`src/rtl/sor_pkg.sv`:
```
// Shared types for the snoop order resolver.
// Assumes: one snoop judged per accepted cycle.
package sor_pkg;

    // Attributes carried by an incoming snoop.
    typedef struct packed {
        logic need_wr;
        logic inval;
        logic cache_inv;
        logic clean;
        logic need_resp;
        logic uncache;
        logic express;
    } sor_snoop_t;

    // Entry state visible to the resolver.
    typedef struct packed {
        logic in_service;
        logic dn_pending;
        logic pend_mod;
        logic head_cinv;
        logic pri_need_wr;
    } sor_entry_t;

    // Full verdict for one snoop.
    typedef struct packed {
        logic absorbed;
        logic cache_resp;
        logic had_wr;
        logic satisfied;
        logic has_sharers;
        logic append;
        logic append_pend;
        logic rw_pri;
        logic rw_def;
        logic set_pinv;
        logic set_pdgr;
    } sor_verdict_t;

endpackage

```
`src/rtl/sor_order_gate.sv`:
```
// Order gate: decides whether an accepted snoop comes after the entry's
// own request (follows) or before it. Assumes entry state reflects the
// cycle before any same-cycle issue pulse.
module sor_order_gate
    import sor_pkg::*;
(
    input  logic       fire,
    input  sor_snoop_t snp,
    input  sor_entry_t ent,
    output logic       follows,
    output logic       precedes,
    output logic       inv_any
);

    // Classify ordering and the invalidating nature of the snoop.
    always_comb begin
        inv_any  = snp.need_wr | snp.cache_inv;
        follows  = fire & ent.in_service & ~(snp.express & ent.dn_pending);
        precedes = fire & ~follows;
    end

endmodule

```
`src/rtl/sor_verdict.sv`:
```
// Verdict logic: given the ordering class and the current obligation
// flags, produces the snoop marks, queue commands and flag set requests.
// Assumes follows and precedes are never both high.
module sor_verdict
    import sor_pkg::*;
(
    input  logic         follows,
    input  logic         precedes,
    input  logic         inv_any,
    input  sor_snoop_t   snp,
    input  sor_entry_t   ent,
    input  logic         pinv_q,
    output sor_verdict_t vd
);

    logic live;
    logic appends;

    // Decide whether the snoop survives the early stop and is queued.
    always_comb begin
        live    = follows & ~(pinv_q | ent.head_cinv);
        appends = live & (ent.pend_mod | snp.inval);
    end

    // Assemble the verdict fields.
    always_comb begin
        vd             = '0;
        vd.absorbed    = follows;
        vd.rw_pri      = precedes & inv_any;
        vd.rw_def      = (precedes | follows) & inv_any;
        vd.append      = appends;
        vd.append_pend = appends & ent.dn_pending & ent.pri_need_wr;
        vd.cache_resp  = appends & ent.pend_mod & snp.need_resp & ~snp.clean;
        vd.had_wr      = appends & ent.pend_mod & snp.need_resp & ~snp.clean;
        vd.satisfied   = appends & ent.pend_mod & snp.clean;
        vd.set_pinv    = appends & (snp.need_wr | snp.inval);
        vd.has_sharers = live & ~snp.need_wr & ~snp.uncache;
        vd.set_pdgr    = live & ~snp.need_wr & ~snp.uncache;
    end

endmodule

```
`src/rtl/sor_flag_regs.sv`:
```
// Obligation flag registers plus the acceptance ready register.
// Issue clears both flags and wins over any set request.
module sor_flag_regs (
    input  logic clk,
    input  logic rst_n,
    input  logic issue,
    input  logic set_pinv,
    input  logic set_pdgr,
    output logic pinv_q,
    output logic pdgr_q,
    output logic ready_q
);

    // Hold the post-invalidate and post-downgrade obligations.
    always_ff @(posedge clk) begin
        if (!rst_n) begin
            pinv_q <= 1'b0;
            pdgr_q <= 1'b0;
        end else if (issue) begin
            pinv_q <= 1'b0;
            pdgr_q <= 1'b0;
        end else begin
            pinv_q <= pinv_q | set_pinv;
            pdgr_q <= pdgr_q | set_pdgr;
        end
    end

    // Open the snoop port one edge after reset release.
    always_ff @(posedge clk) begin
        if (!rst_n) ready_q <= 1'b0;
        else        ready_q <= 1'b1;
    end

endmodule

```
`src/rtl/snoop_order_resolver.sv`:
```
// Top: judges snoops against one miss entry, emitting snoop marks and
// queue commands combinationally in the accepted cycle and updating the
// obligation flags on the next edge.
module snoop_order_resolver
    import sor_pkg::*;
(
    input  logic clk,
    input  logic rst_n,
    input  logic snp_valid,
    output logic snp_ready,
    input  logic snp_need_wr,
    input  logic snp_inval,
    input  logic snp_cache_inv,
    input  logic snp_clean,
    input  logic snp_need_resp,
    input  logic snp_uncache,
    input  logic snp_express,
    input  logic ent_in_service,
    input  logic ent_dn_pending,
    input  logic ent_pend_mod,
    input  logic ent_head_cinv,
    input  logic ent_pri_need_wr,
    input  logic ent_issue,
    output logic res_absorbed,
    output logic mk_cache_resp,
    output logic mk_had_wr,
    output logic mk_satisfied,
    output logic mk_has_sharers,
    output logic q_append,
    output logic q_append_pend,
    output logic q_rw_primary,
    output logic q_rw_deferred,
    output logic post_inv,
    output logic post_dgr
);

    sor_snoop_t   snp;
    sor_entry_t   ent;
    sor_verdict_t vd;
    logic         fire, follows, precedes, inv_any;
    logic         pinv_q, pdgr_q, ready_q;

    // Pack port bits into the shared structures.
    always_comb begin
        snp.need_wr     = snp_need_wr;
        snp.inval       = snp_inval;
        snp.cache_inv   = snp_cache_inv;
        snp.clean       = snp_clean;
        snp.need_resp   = snp_need_resp;
        snp.uncache     = snp_uncache;
        snp.express     = snp_express;
        ent.in_service  = ent_in_service;
        ent.dn_pending  = ent_dn_pending;
        ent.pend_mod    = ent_pend_mod;
        ent.head_cinv   = ent_head_cinv;
        ent.pri_need_wr = ent_pri_need_wr;
        fire            = snp_valid & ready_q;
    end

    sor_order_gate u_gate (
        .fire     (fire),
        .snp      (snp),
        .ent      (ent),
        .follows  (follows),
        .precedes (precedes),
        .inv_any  (inv_any)
    );

    sor_verdict u_verdict (
        .follows  (follows),
        .precedes (precedes),
        .inv_any  (inv_any),
        .snp      (snp),
        .ent      (ent),
        .pinv_q   (pinv_q),
        .vd       (vd)
    );

    sor_flag_regs u_flags (
        .clk      (clk),
        .rst_n    (rst_n),
        .issue    (ent_issue),
        .set_pinv (vd.set_pinv),
        .set_pdgr (vd.set_pdgr),
        .pinv_q   (pinv_q),
        .pdgr_q   (pdgr_q),
        .ready_q  (ready_q)
    );

    // Drive the output ports from the verdict and registers.
    always_comb begin
        snp_ready      = ready_q;
        res_absorbed   = vd.absorbed;
        mk_cache_resp  = vd.cache_resp;
        mk_had_wr      = vd.had_wr;
        mk_satisfied   = vd.satisfied;
        mk_has_sharers = vd.has_sharers;
        q_append       = vd.append;
        q_append_pend  = vd.append_pend;
        q_rw_primary   = vd.rw_pri;
        q_rw_deferred  = vd.rw_def;
        post_inv       = pinv_q;
        post_dgr       = pdgr_q;
    end

endmodule

```
`config.mk`:
```
export PLATFORM = sky130hd
export DESIGN_NAME = snoop_order_resolver
export DESIGN_NICKNAME = d
export VERILOG_FILES = /design/src/rtl/sor_pkg.sv /design/src/rtl/sor_order_gate.sv /design/src/rtl/sor_verdict.sv /design/src/rtl/sor_flag_regs.sv /design/src/rtl/snoop_order_resolver.sv
export SDC_FILE = /design/constraint.sdc
export NUM_CORES = 1
export LEC_CHECK = 0
export BUFFER_PORTS_ARGS = -buffer_cell sky130_fd_sc_hd__buf_2
export CORE_AREA = 2 2 39 41
export DETAILED_ROUTE_END_ITERATION = 10
export DIE_AREA = 0 0 41 43
export GPL_TIMING_DRIVEN = 0
export PLACE_DENSITY_LB_ADDON = 0.2
export SLEW_MARGIN = 20
export SYNTH_ARGS = -nofsm -noshare
export SYNTH_HDL_FRONTEND = slang
export SYNTH_HIERARCHICAL = 1
export SYNTH_SLANG_ARGS = --single-unit
```
`constraint.sdc`:
```
create_clock -name clk -period 4.6 [get_ports clk]
set_input_delay 0.69 -clock clk [delete_from_list [all_inputs] [get_ports clk]]
set_output_delay 0.69 -clock clk [all_outputs]
set_load 0.05 [all_outputs]
```
==> impl_summary.log <==
INFO  metric cts_root_buffer = sky130_fd_sc_hd__clkbuf_4
INFO  metric place.port_buffers = 27
INFO  metric drt-pass1-iter-count = 2
INFO  metric critical_path.cell_chain = buf_2 -> and2_1 -> and3_1 -> or3b_1 -> buf_6 -> nor3_2 -> buf_4 -> buf_2
INFO  metric globalRouteOverflowTotal = 0
INFO  metric cts_made_buffers = 3
INFO  metric critPathArrivalTime = 2.13 ns
INFO  metric dr_total_vias = 319
INFO  metric hold_path_end = u_flags/pdgr_q
INFO  metric hold_startpoint = u_flags/pdgr_q
INFO  metric die_footprint = 0.001763 mm²
INFO  metric finalHoldViolations = 0
INFO  metric path_common_cell = sky130_fd_sc_hd__buf_2
INFO  metric slew_headroom = 0.8344
INFO  metric worst-path-buf-inv = 4
INFO  metric cellPowerDensity = 230.7 mW/mm²
INFO  metric synth_top_area_frac = 0.2400
INFO  metric cts.repair_timing.setup_buffer_count = 0
INFO  metric finish.utilization = 0.3119
INFO  metric syn-cell-area = 250.2 µm²
INFO  metric via_per_inst = 4.038
INFO  metric timing_worst_slew_pin_value = 0.2475 ns
INFO  metric timing.fmax = 354.5 MHz
INFO  metric post-route-cell-area = 431.7 µm²
INFO  metric setup_slack_of_the_most_critical_reg_to_reg_path = 3.14 ns
INFO  metric synthCells = 32
INFO  metric mappedNetlistNets = 48
INFO  metric worst_r2r_endpoint = u_flags/pdgr_q
INFO  metric holdCritPathClass = flop to flop
INFO  metric outcome = complete, no violations
INFO  metric placement.cell_area = 405.4 µm²
INFO  metric rsz0062_at_grt = false
INFO  metric fin_crit = 2.821 ns
INFO  metric initial_utilization = 0.1808
INFO  metric floorplan.die.width = 41 µm
INFO  metric required = 3.91 ns
INFO  metric std_cell_rows = 14
INFO  metric grt_antenna_before_repair = 0
INFO  metric end_kind = output port
INFO  metric globalRouteTotalUtil = 0.07916
INFO  metric average_detailed_routed_wire_length_per_instance = 7.899 µm
INFO  metric critPathMaxFanout = 6
INFO  metric fin_ws = 1.779 ns
INFO  metric rr_startpoint = u_flags/ready_q
INFO  metric routed_wl = 624 µm
INFO  metric vdd_drop_max = 98.09 µV
INFO  metric cellLeakagePower = 0.2455 nW
INFO  metric coreArea = 0.001384 mm²
INFO  metric asyncSetResetFlopFracSynth = 0
INFO  metric ys_seq_elements = 3
INFO  metric insertion_delay = 0.23 ns
INFO  metric finish.net_count = 80
INFO  metric slowest_delay = 0.37 ns
INFO  metric grt_start_max_net_pins = 7
INFO  metric drv.max_cap_violation_count = 0
INFO  metric clock_tree.htree_level_count = 1
INFO  metric critical_path_class = input port to output port
INFO  metric setup.worst_path.start_class = input port
INFO  metric ant_nets = 0
INFO  metric synth.most_common_cell = sky130_fd_sc_hd__nor2_1
INFO  metric critical_path.top_delay_family = simple AND/OR/NAND/NOR gates
INFO  metric num_io_pins = 28
INFO  metric max-clock-path-buffers = 2
INFO  metric yosys_warnings = 6
INFO  metric setup-violations-final = 0
INFO  metric yosysSeqAreaShare = 0.2400
INFO  metric netlist.top_cell.by_area = sky130_fd_sc_hd__dfxtp_1
INFO  metric antenna_diode_count = 0
INFO  metric drive_gt1_frac = 0.6190
INFO  metric syn-mean-instance-area = 7.820 µm²
INFO  metric synthTopCellsByCount = sky130_fd_sc_hd__nor2_1, sky130_fd_sc_hd__buf_4, sky130_fd_sc_hd__nand2_1
INFO  metric timing.final.crit_share = 0.6133
INFO  metric finalWeightedCongestion = 0.5513
INFO  metric r2r_cells = 7
INFO  metric layout-area-overhead-vs-synth = 72.50%
INFO  metric timing_max_transition_violations_final = 0
INFO  metric synth-edff-count = 0
INFO  metric most_area_consuming_cells_after_synthesis = sky130_fd_sc_hd__dfxtp_1, sky130_fd_sc_hd__buf_4, sky130_fd_sc_hd__nor2_1
INFO  metric grt_pass1_vias = 262
INFO  metric cts.repair.resized = 0
INFO  metric ys_types = 15
INFO  metric drcViolationCount = 0
INFO  metric grt_pass1_wl = 917 µm
INFO  metric placement.setup.worst_slack = 1.768 ns
INFO  metric postCtsHoldBufs = 0
INFO  metric path_clk_slew = 0.04 ns
INFO  metric clock_tree_from_tritoncts = done
INFO  metric chipHeight = 43 µm
INFO  metric fin_worst_skew = 0.002717 ns
INFO  metric holdPathStages = 2
INFO  metric synth_top_flop_cell = sky130_fd_sc_hd__dfxtp_1
INFO  metric worst_path_max_delay_cell = sky130_fd_sc_hd__or3b_1
INFO  metric drt-initial-drc-count = 1
INFO  metric cts.sink_count = 3
INFO  metric timing.setup.tns = 0 ns
-- metrics by stage --
stage               total power, mW  cells  hold WS, ns
CTS                          0.1029     79       0.4663
global route                 0.1066     79       0.5093
finish                      0.09960     79       0.4585
detailed placement          0.05375     75       0.4498
global placement            0.05353     75       0.4491
floorplan                   0.04335     32       0.6844
-- tightest hold or removal path: cells and delay by family (launching register included) --
kind | cells | cell delay, ns
flip-flops | 1 | 0.32
AND/OR/NAND/NOR | 2 | 0.11
-- registers in the layout, summed over array words and instances, names as in the netlist --
name,flops
u_flags/ready_q,1
u_flags/pdgr_q,1
u_flags/pinv_q,1
-- worst max path at each step --
| stage | startpoint | endpoint | slack [ns] | cells after the start |
|---|---|---|---|---|
| final | snp_valid | mk_cache_resp | 1.78 | 8 |
| after floorplan | u_flags/ready_q | mk_cache_resp | 1.42 | 6 |
| after global placement | snp_valid | mk_cache_resp | 1.79 | 8 |
| after global routing | snp_valid | mk_cache_resp | 1.67 | 8 |
| after detailed placement | snp_valid | mk_cache_resp | 1.77 | 8 |
| after CTS | snp_valid | mk_cache_resp | 1.76 | 8 |
-- kinds of logic (layout without fill, tap and decap cells) --
| family | Yosys count | after routing | share of synthesized area |
|---|---|---|---|
| AND/OR/NAND/NOR | 21 | 21 | 0.5150 |
| AO/OA/AOI/OAI | 3 | 3 | 0.08000 |
| buffers and inverters | 5 | 36 | 0.1650 |
| flip-flops | 3 | 3 | 0.2400 |
-- layout make-up --
cell class | instances | area (µm²)
fillers | 156 | 952.2
repair buffers | 27 | 135.1
flip-flops and latches | 3 | 60.06
clock buffers | 4 | 26.28
multi-input cells | 24 | 148.9
plain buffers | 5 | 41.29
well taps | 16 | 20.02
-- metal layers --
layer  global-route usage  routed length [µm]
met1              0.09585                 272
met2               0.1063                 277
met3              0.03141                  73
met4              0.06000                   0
met5                    0                   0
-- report_power, final --
part,total (mW),internal (mW),switching (mW)
Combinational,0.0260,0.0103,0.0157
Clock,0.0466,0.0325,0.0141
Sequential,0.0269,0.0267,0.000206
-- layout by cell type (no fill, tap or decap), drive strengths merged --
cell,count
and2,2
buf,32
a21boi,1
nor2,8
or2,1
o21a,1
nor3,3
nand2b,1
nand2,4
dfxtp,3
clkbuf,4
and3,1
a21oi,1
or3b,1
Power figures use the tool's default switching activity.
